### config.mk
export PLATFORM = sky130hd
export DESIGN_NAME = lnbi2c_regs
export DESIGN_NICKNAME = d
export VERILOG_FILES = /design/src/rtl/lnbi2c_pkg.sv /design/src/rtl/lnbi2c_sync.sv /design/src/rtl/lnbi2c_events.sv /design/src/rtl/lnbi2c_fsm.sv /design/src/rtl/lnbi2c_regfile.sv /design/src/rtl/lnbi2c_regs.sv
export SDC_FILE = /design/constraint.sdc
export NUM_CORES = 1
export LEC_CHECK = 0
export ABC_AREA = 1
export CAP_MARGIN = 5
export CORE_MARGIN = 2
export CORE_UTILIZATION = 35
export DETAILED_ROUTE_END_ITERATION = 16
export GPL_ROUTABILITY_DRIVEN = 0
export RECOVER_POWER = 50
export SLEW_MARGIN = 30
export SYNTH_ARGS = -nofsm -noshare
export SYNTH_HDL_FRONTEND = slang
export SYNTH_SLANG_ARGS = --single-unit
### constraint.sdc
create_clock -name clk -period 1.9 [get_ports clk]
set_input_delay 0.475 -clock clk [delete_from_list [all_inputs] [get_ports clk]]
set_output_delay 0.475 -clock clk [all_outputs]
set_load 0.02 [all_outputs]
### src/rtl/lnbi2c_pkg.sv
package lnbi2c_pkg;
  localparam int BYTE_W = 8;
  localparam int CNT_W  = $clog2(BYTE_W);
  localparam int LN_SCL = 0;
  localparam int LN_SDA = 1;
  localparam int LINES  = 2;

  typedef enum logic [2:0] {
    ST_IDLE,
    ST_ADDR,
    ST_AACK,
    ST_WDATA,
    ST_WACK,
    ST_RDATA,
    ST_RACK
  } bus_st_t;
endpackage

### src/rtl/lnbi2c_sync.sv
module lnbi2c_sync #(
  parameter int STAGES = 2,
  parameter int LINES  = 2
) (
  input  logic             clk,
  input  logic             rst_n,
  input  logic [LINES-1:0] raw,
  output logic [LINES-1:0] cur,
  output logic [LINES-1:0] prev
);
  for (genvar i = 0; i < LINES; i++) begin : g_line
    logic [STAGES-1:0] chain;
    always_ff @(posedge clk or negedge rst_n) begin
      if (!rst_n) chain <= '1;
      else        chain <= {chain[STAGES-2:0], raw[i]};
    end
    assign cur[i] = chain[STAGES-1];
  end

  always_ff @(posedge clk or negedge rst_n) begin
    if (!rst_n) prev <= '1;
    else        prev <= cur;
  end
endmodule

### src/rtl/lnbi2c_events.sv
module lnbi2c_events
  import lnbi2c_pkg::*;
(
  input  logic [LINES-1:0] cur,
  input  logic [LINES-1:0] prev,
  output logic             scl_rise,
  output logic             scl_fall,
  output logic             ev_start,
  output logic             ev_stop
);
  logic scl_hold;
  always_comb begin
    scl_hold = cur[LN_SCL] & prev[LN_SCL];
    scl_rise = cur[LN_SCL] & ~prev[LN_SCL];
    scl_fall = ~cur[LN_SCL] & prev[LN_SCL];
    ev_start = scl_hold & prev[LN_SDA] & ~cur[LN_SDA];
    ev_stop  = scl_hold & ~prev[LN_SDA] & cur[LN_SDA];
  end
endmodule

### src/rtl/lnbi2c_fsm.sv
module lnbi2c_fsm
  import lnbi2c_pkg::*;
#(
  parameter int CTRL_W = 6
) (
  input  logic              clk,
  input  logic              rst_n,
  input  logic              supply_ok,
  input  logic              sda_s,
  input  logic              scl_rise,
  input  logic              scl_fall,
  input  logic              ev_start,
  input  logic              ev_stop,
  input  logic [6:0]        own_addr,
  input  logic [BYTE_W-1:0] rd_val,
  output logic              sda_oe,
  output logic              wr_en,
  output logic [CTRL_W-1:0] wr_data
);
  bus_st_t           st;
  logic [BYTE_W-1:0] shreg;
  logic [BYTE_W-1:0] tx;
  logic [CNT_W-1:0]  cnt;
  logic              done;
  logic              rw;
  logic              first;
  logic              mack;

  localparam logic [CNT_W-1:0] LAST = CNT_W'(BYTE_W - 1);

  assign wr_data = shreg[CTRL_W-1:0];

  always_ff @(posedge clk or negedge rst_n) begin
    if (!rst_n) begin
      st <= ST_IDLE; shreg <= '0; tx <= '0; cnt <= '0;
      done <= 1'b0; rw <= 1'b0; first <= 1'b0; mack <= 1'b0;
      sda_oe <= 1'b0; wr_en <= 1'b0;
    end else begin
      wr_en <= 1'b0;
      if (!supply_ok) begin
        st <= ST_IDLE; sda_oe <= 1'b0; done <= 1'b0; cnt <= '0;
      end else if (ev_start) begin
        st <= ST_ADDR; sda_oe <= 1'b0; done <= 1'b0; cnt <= '0;
      end else if (ev_stop) begin
        st <= ST_IDLE; sda_oe <= 1'b0; done <= 1'b0; cnt <= '0;
      end else begin
        case (st)
          ST_ADDR, ST_WDATA: begin
            if (scl_rise) begin
              shreg <= {shreg[BYTE_W-2:0], sda_s};
              cnt   <= cnt + 1'b1;
              if (cnt == LAST) done <= 1'b1;
            end else if (scl_fall && done) begin
              done <= 1'b0;
              if (st == ST_ADDR) begin
                if (shreg[BYTE_W-1:1] == own_addr) begin
                  sda_oe <= 1'b1;
                  rw     <= shreg[0];
                  st     <= ST_AACK;
                end else begin
                  st <= ST_IDLE;
                end
              end else begin
                sda_oe <= 1'b1;
                st     <= ST_WACK;
                wr_en  <= first;
                first  <= 1'b0;
              end
            end
          end
          ST_AACK: begin
            if (scl_fall) begin
              first <= 1'b1;
              cnt   <= '0;
              if (rw) begin
                tx     <= rd_val;
                sda_oe <= ~rd_val[BYTE_W-1];
                st     <= ST_RDATA;
              end else begin
                sda_oe <= 1'b0;
                st     <= ST_WDATA;
              end
            end
          end
          ST_WACK: begin
            if (scl_fall) begin
              sda_oe <= 1'b0;
              cnt    <= '0;
              st     <= ST_WDATA;
            end
          end
          ST_RDATA: begin
            if (scl_rise) begin
              cnt <= cnt + 1'b1;
              if (cnt == LAST) done <= 1'b1;
            end else if (scl_fall) begin
              if (done) begin
                done   <= 1'b0;
                sda_oe <= 1'b0;
                st     <= ST_RACK;
              end else begin
                tx     <= {tx[BYTE_W-2:0], 1'b0};
                sda_oe <= ~tx[BYTE_W-2];
              end
            end
          end
          ST_RACK: begin
            if (scl_rise) begin
              mack <= ~sda_s;
            end else if (scl_fall) begin
              cnt <= '0;
              if (mack) begin
                tx     <= rd_val;
                sda_oe <= ~rd_val[BYTE_W-1];
                st     <= ST_RDATA;
              end else begin
                st <= ST_IDLE;
              end
            end
          end
          default: begin
            sda_oe <= 1'b0;
          end
        endcase
      end
    end
  end
endmodule

### src/rtl/lnbi2c_regfile.sv
module lnbi2c_regfile #(
  parameter int CTRL_W = 6
) (
  input  logic              clk,
  input  logic              rst_n,
  input  logic              supply_ok,
  input  logic              wr_en,
  input  logic [CTRL_W-1:0] wr_data,
  input  logic              fault_overload,
  input  logic              fault_overheat,
  output logic [CTRL_W-1:0] ctrl_q,
  output logic [CTRL_W+1:0] rd_val
);
  always_ff @(posedge clk or negedge rst_n) begin
    if (!rst_n)         ctrl_q <= '0;
    else if (!supply_ok) ctrl_q <= '0;
    else if (wr_en)      ctrl_q <= wr_data;
  end

  assign rd_val = {fault_overheat, fault_overload, ctrl_q};
endmodule

### src/rtl/lnbi2c_regs.sv
module lnbi2c_regs
  import lnbi2c_pkg::*;
#(
  parameter logic [6:0] ADDR_BASE   = 7'h08,
  parameter int         SYNC_STAGES = 2
) (
  input  logic       clk,
  input  logic       rst_n,
  input  logic       scl_in,
  input  logic       sda_in,
  output logic       sda_oe,
  input  logic [1:0] addr_strap,
  input  logic       supply_ok,
  input  logic       fault_overload,
  input  logic       fault_overheat,
  output logic [5:0] ctrl_out
);
  localparam int CTRL_W = BYTE_W - 2;

  logic [LINES-1:0] cur, prev;
  logic             scl_rise, scl_fall, ev_start, ev_stop;
  logic             scl_s, sda_s;
  logic             wr_en;
  logic [CTRL_W-1:0] wr_data;
  logic [BYTE_W-1:0] rd_val;
  logic [6:0]        own_addr;

  assign own_addr = ADDR_BASE | 7'(addr_strap);
  assign scl_s    = cur[LN_SCL];
  assign sda_s    = cur[LN_SDA];

  lnbi2c_sync #(.STAGES(SYNC_STAGES), .LINES(LINES)) u_sync (
    .clk(clk), .rst_n(rst_n),
    .raw({sda_in, scl_in}), .cur(cur), .prev(prev)
  );

  lnbi2c_events u_evt (
    .cur(cur), .prev(prev),
    .scl_rise(scl_rise), .scl_fall(scl_fall),
    .ev_start(ev_start), .ev_stop(ev_stop)
  );

  lnbi2c_fsm #(.CTRL_W(CTRL_W)) u_fsm (
    .clk(clk), .rst_n(rst_n), .supply_ok(supply_ok), .sda_s(sda_s),
    .scl_rise(scl_rise), .scl_fall(scl_fall),
    .ev_start(ev_start), .ev_stop(ev_stop),
    .own_addr(own_addr), .rd_val(rd_val),
    .sda_oe(sda_oe), .wr_en(wr_en), .wr_data(wr_data)
  );

  lnbi2c_regfile #(.CTRL_W(CTRL_W)) u_reg (
    .clk(clk), .rst_n(rst_n), .supply_ok(supply_ok),
    .wr_en(wr_en), .wr_data(wr_data),
    .fault_overload(fault_overload), .fault_overheat(fault_overheat),
    .ctrl_q(ctrl_out), .rd_val(rd_val)
  );
endmodule

; ---- Word level (Yosys, flattened, before mapping)
; Cells that the tools add are included.
[totals]
inputBits = 9
register_bits = 39
wordCells = 155
[classes]
n_eq_ne = 37
muxes = 72
n_bitwise = 16
reduce_logical = 15
add_sub_neg = 1
[op_table]
columns = cell, n
row1 = $mux 3, 21
row2 = $mux 7, 8
row3 = $ne 5x4->1 const B, 7
row4 = $mux 1, 34
row5 = $pmux 7 s3, 1
row6 = $reduce_and 10->1, 2
row7 = $reduce_and 8->1, 2
row8 = $ne 5x5->1 const B, 3
row9 = $pmux 3 s5, 1
row10 = $ne 2x1->1 const B, 7
row11 = $eq 3x3->1 const B, 4
row12 = $mux 6, 2
row13 = $ne 6x5->1 const B, 2
row14 = $reduce_and 12->1, 1
row15 = $ne 2x2->1 const B, 5
row16 = $reduce_and 5->1, 2
row17 = $not 1->1, 9
row18 = $pmux 3 s3, 1
row19 = $ne 8x1->1 const B, 1
row20 = $and 1x1->1, 7
row21 = $eq 7x4->1, 1
row22 = $eq 3x2->1 const B, 2
row23 = $ne 6x3->1 const B, 1
row24 = $ne 6x6->1 const B, 1
row25 = other kinds (13), 16

; ---- Depth between registers and ports, before layout
[depth]
word_depth = 9
ltp_mapped = 11

; ---- By module
; Synthesis repeated with hierarchy kept, for this count alone.
[hier_totals]
cells_unflattened = 290
area_unflattened_um2 = 2342.2
[by_module_without_submodules]
columns = mod, area_per_inst_um2, instances, cells_each
row1 = lnbi2c_fsm, 1816.7, 1, 235
row2 = lnbi2c_regfile, 304.0, 1, 34
row3 = lnbi2c_sync, 172.7, 1, 8
row4 = lnbi2c_events, 41.3, 1, 11
row5 = lnbi2c_regs, 7.5, 1, 2

; ---- Worst setup path before layout
; Ideal clock, no wire load.
[synth_path]
path_type = register -> register
startpoint = register u_sync.g_line[0].chain[1]
endpoint = register u_fsm.shreg[2]
path_buffers = 0
path_stages_with_launch = 6
path_slack_ns = 0.478
setup_time_ns = 0.128
t_arrival_ns = 1.294
cell_sequence = dfstp_2 inv_2 nor2_2 nand2_1 nor2_2 mux2_1
[synth_via]
elab_chain_cells = 5
elab_cells_between_ends = 9
classes_between = 8 x bitwise / 1 x reduce/logical
[synth_lines]
columns = element, line
row1 = "start, declared", lnbi2c_sync.sv:12  ; logic [STAGES-1:0] chain;
row2 = "start signal, assigned", lnbi2c_sync.sv:15  ; else chain <= {chain[STAGES-2:0], raw[i]};
row3 = $and 1x1->1, lnbi2c_events.sv:13  ; scl_hold = cur[LN_SCL] & prev[LN_SCL];
row4 = "$and 1x1->1, on equally long branches (2 in series)", "lnbi2c_events.sv:17, lnbi2c_events.sv:16"
row5 = $not 1->1 (no source line), --
row6 = $reduce_and 5->1 (no source line) (*), --
row7 = "end signal, assigned", lnbi2c_fsm.sv:50  ; shreg <= {shreg[BYTE_W-2:0], sda_s};
row8 = "end, declared", lnbi2c_fsm.sv:21  ; logic [BYTE_W-1:0] shreg;
; Every way passes the cells marked *; elsewhere a longest branch is shown, timed or not.
; A chain may end at the register's enable or synchronous reset.

; ---- Final worst setup path
[layout_path]
startpoint = register u_reg.ctrl_q[0]
endpoint = output port ctrl_out[0]
[layout_rtl]
columns = element, line
row1 = "start, declared", lnbi2c_regfile.sv:11  ; output logic [CTRL_W-1:0] ctrl_q,
row2 = "start signal, assigned", lnbi2c_regfile.sv:17  ; else if (wr_en) ctrl_q <= wr_data;
row3 = "end, declared", lnbi2c_regs.sv:16  ; output logic [5:0] ctrl_out
; No word-level cell between the ends.

==> flow_summary.toml <==
[outcome]
status = "finished, final reports clean"

[min_path]
hold_path.class = "register to register"
whs_path_depth = 0
hold_end = "u_sync.g_line[1].chain[1]"
hold_start = "u_sync.g_line[1].chain[0]"

[worst_setup_path]
crit_chain = "clkdlybuf4s50_1"
arrival_ns = 1.29
path_class = "register to output port"
critPathRequiredTime_ns = 1.42
worst-path-buf-inv = 1
rr_startpoint = "u_sync.g_line[0].chain[1]"
crit_slowest_cell = "clkdlybuf4s50_1"
crit_family = "buffers and inverters"
r2r-end = "u_fsm.st[1]"
crit_path_max_fanout = 3
critPathLaunchType = "register"
max_stage_delay_ns = 0.61
r2r.worst_path.cells = 9
cp-end-kind = "output port"
ff2ff_setup_slack_ns = 0.20

[placement]
place_area_mm2 = 0.00255
dpl.hpwl_um = 3600
dpl.cell_count = 383
port_buffers = 15

[clocking]
cts-root-buf = "clkbuf_8"
clkTransAtPathRegs_ns = 0.09
htreeDepth = 2
cts_tree = "built"
clk_latency_ns = 0.30
clock_sinks = 39
cts_buffers = 5
post-cts-setup-buffers = 0
clock_path_buffers = 2
postCtsHoldBufs = 0
ctsResizeCount = 0

[global_route]
first_global_vias = 1756
grt_max_degree = 40
antenna_found_initial = 0
grt.total_usage_pct = 14.7
globalRouteOverflowTotal = 0
grt_pass1_wl_um = 8380

[synth]
ys_ff_latch = 39
yosys-top-cells-area = "dfrtp_1 (36%), nand2_1 (13%), dfstp_2 (6.9%)"
synth_warnings = 0
syn_inst = 288
ys.flop_type = "dfrtp_1"
yosysTopAreaCellShare_pct = 36.2
synthesis.area_mm2 = 0.00228
async_flop_share_pct = 100
postSynthAreaPerCell_um2 = 7.92
ys_types = 34
yosysSeqAreaShare_pct = 43.1
synth_edf_count = 0
yosys.area.top_type = "dfrtp_1"
synth_nets = 299

[drt]
vias = 1854
drt_iter0_drc = 135
postRouteAntennaNets = 0
wl_um = 4790
drc_errors = 0
vias_per_cell = 4.74
drtPass1Iterations = 4
drt-wirelength-per-cell_um = 12.3

[layout]
final_nets = 324
instances_no_fill = 391
mostFrequentLayoutCells = "nand2_1 (76), dfrtp_1 (33), nor2_1 (29)"
final_cell_area_mm2 = 0.00266
final_common_cell = "nand2_1"
antenna_cells = 0
drive_gt1_share_pct = 20.4
fill_cells = 641
synthToLayoutAreaGrowth_pct = 16.5

[floorplan]
initial_core_util_pct = 36.1
die_height_um = 84.7
die_area_mm2 = 0.00717
ios = 16
coreArea_mm2 = 0.00631
dieWidth_um = 84.7
rows = 29

[timing]
finalHoldViolations = 0
fin_crit_sh_pct = 92.9
worst_pin_slew_ns = 0.970
clock.fmax_mhz = 567
holdWs_ns = 0.358
setup_viol = 0
fin_skew_ns = 0.0108
period_needed_ns = 1.77
grt_setup_unrepaired = "false"
slew_headroom_pct = 35.4
drv_slew = 0

[power]
total_power_w = 0.00294
p_leak_nw = 1.31
vdd_drop_max_v = 0.000503
p_per_area_mw_per_mm2 = 1110

[job]
maxCapViolations = 0
cell families after synthesis:
family / after synthesis / synth area share, %
AO/OA/AOI/OAI: 31 / 8.34
multiplexers: 2 / 0.988
AND/OR/NAND/NOR: 169 / 37.5
adder cells (fa/ha/maj): 2 / 1.10
buffers and inverters: 45 / 8.89
flip-flops: 39 / 43.1
how the worst max path moves through the flow:
stage	startpoint	to	slack (ns)	cells after the start
floorplan	u_sync.g_line[0].chain[1]	u_fsm.shreg[2]	0.48	5
global placement	supply_ok	u_fsm.sda_oe	-0.06	8
detailed placement	supply_ok	u_fsm.st[2]	-0.11	8
CTS	u_reg.ctrl_q[0]	ctrl_out[0]	0.11	1
global route	u_sync.g_line[0].chain[1]	u_fsm.st[0]	0.03	9
finish	u_reg.ctrl_q[0]	ctrl_out[0]	0.13	1
synth_stat cells, types with 2 or more instances:
cell type / n
inv_4: 2
nor2_2: 4
mux2_1: 2
nand4_2: 2
inv_2: 11
dfstp_2: 6
nor2_4: 5
nand2_1: 76
nand3_2: 4
nor2_1: 29
dfrtp_1: 33
nand4_1: 12
inv_1: 28
ha_1: 2
nand2_2: 7
nand3_1: 23
a21oi_1: 9
o21ai_0: 8
o21ai_1: 10
layer usage:
metal	track usage [%]	up-vias	wire, um	part of all wire [%]
met2	22.3	33	2090	44
li1	-	974	-	-
met3	3.24	7	172	3.6
met4	4.76	0	65	1.4
met1	20.8	840	2470	51
met5	0	-	0	0
where the power goes:
part / internal, W / switching (W)
Sequential: 0.00101 / 0.000172
Clock: 0.000396 / 0.000328
Combinational: 0.000368 / 0.000661
Total: 0.00178 / 0.00116
registers in the layout, summed over array words and instances (netlist names), 2 cells and up:
signal	count
u_sync.prev	2
u_fsm.st	3
u_fsm.shreg	8
u_reg.ctrl_q	6
u_fsm.cnt	3
u_fsm.tx	7
u_sync.g_line.chain	4
cell type report:
cell class              count  area (um^2)  share of cell area [%]
repair buffers             22          208                    7.82
clock inverters             3         46.3                    1.74
clock buffers               5         68.8                    2.59
flip-flops and latches     39          983                    37.0
well taps                  77         96.3                    3.63
inverters                  41          159                    5.98
multi-input cells         204         1090                    41.2
per-stage QoR:
step / setup TNS [ns] / utilization (%) / worst slack (ns)
finish: 0 / 42.1 / 0.135
global route: 0 / 42.1 / 0.0343
floorplan: 0 / - / 0.478
global placement: -0.458 / 40.5 / -0.0642
CTS: 0 / 42.3 / 0.113
detailed placement: -0.876 / 40.5 / -0.107
(Power assumes the default switching activity.)
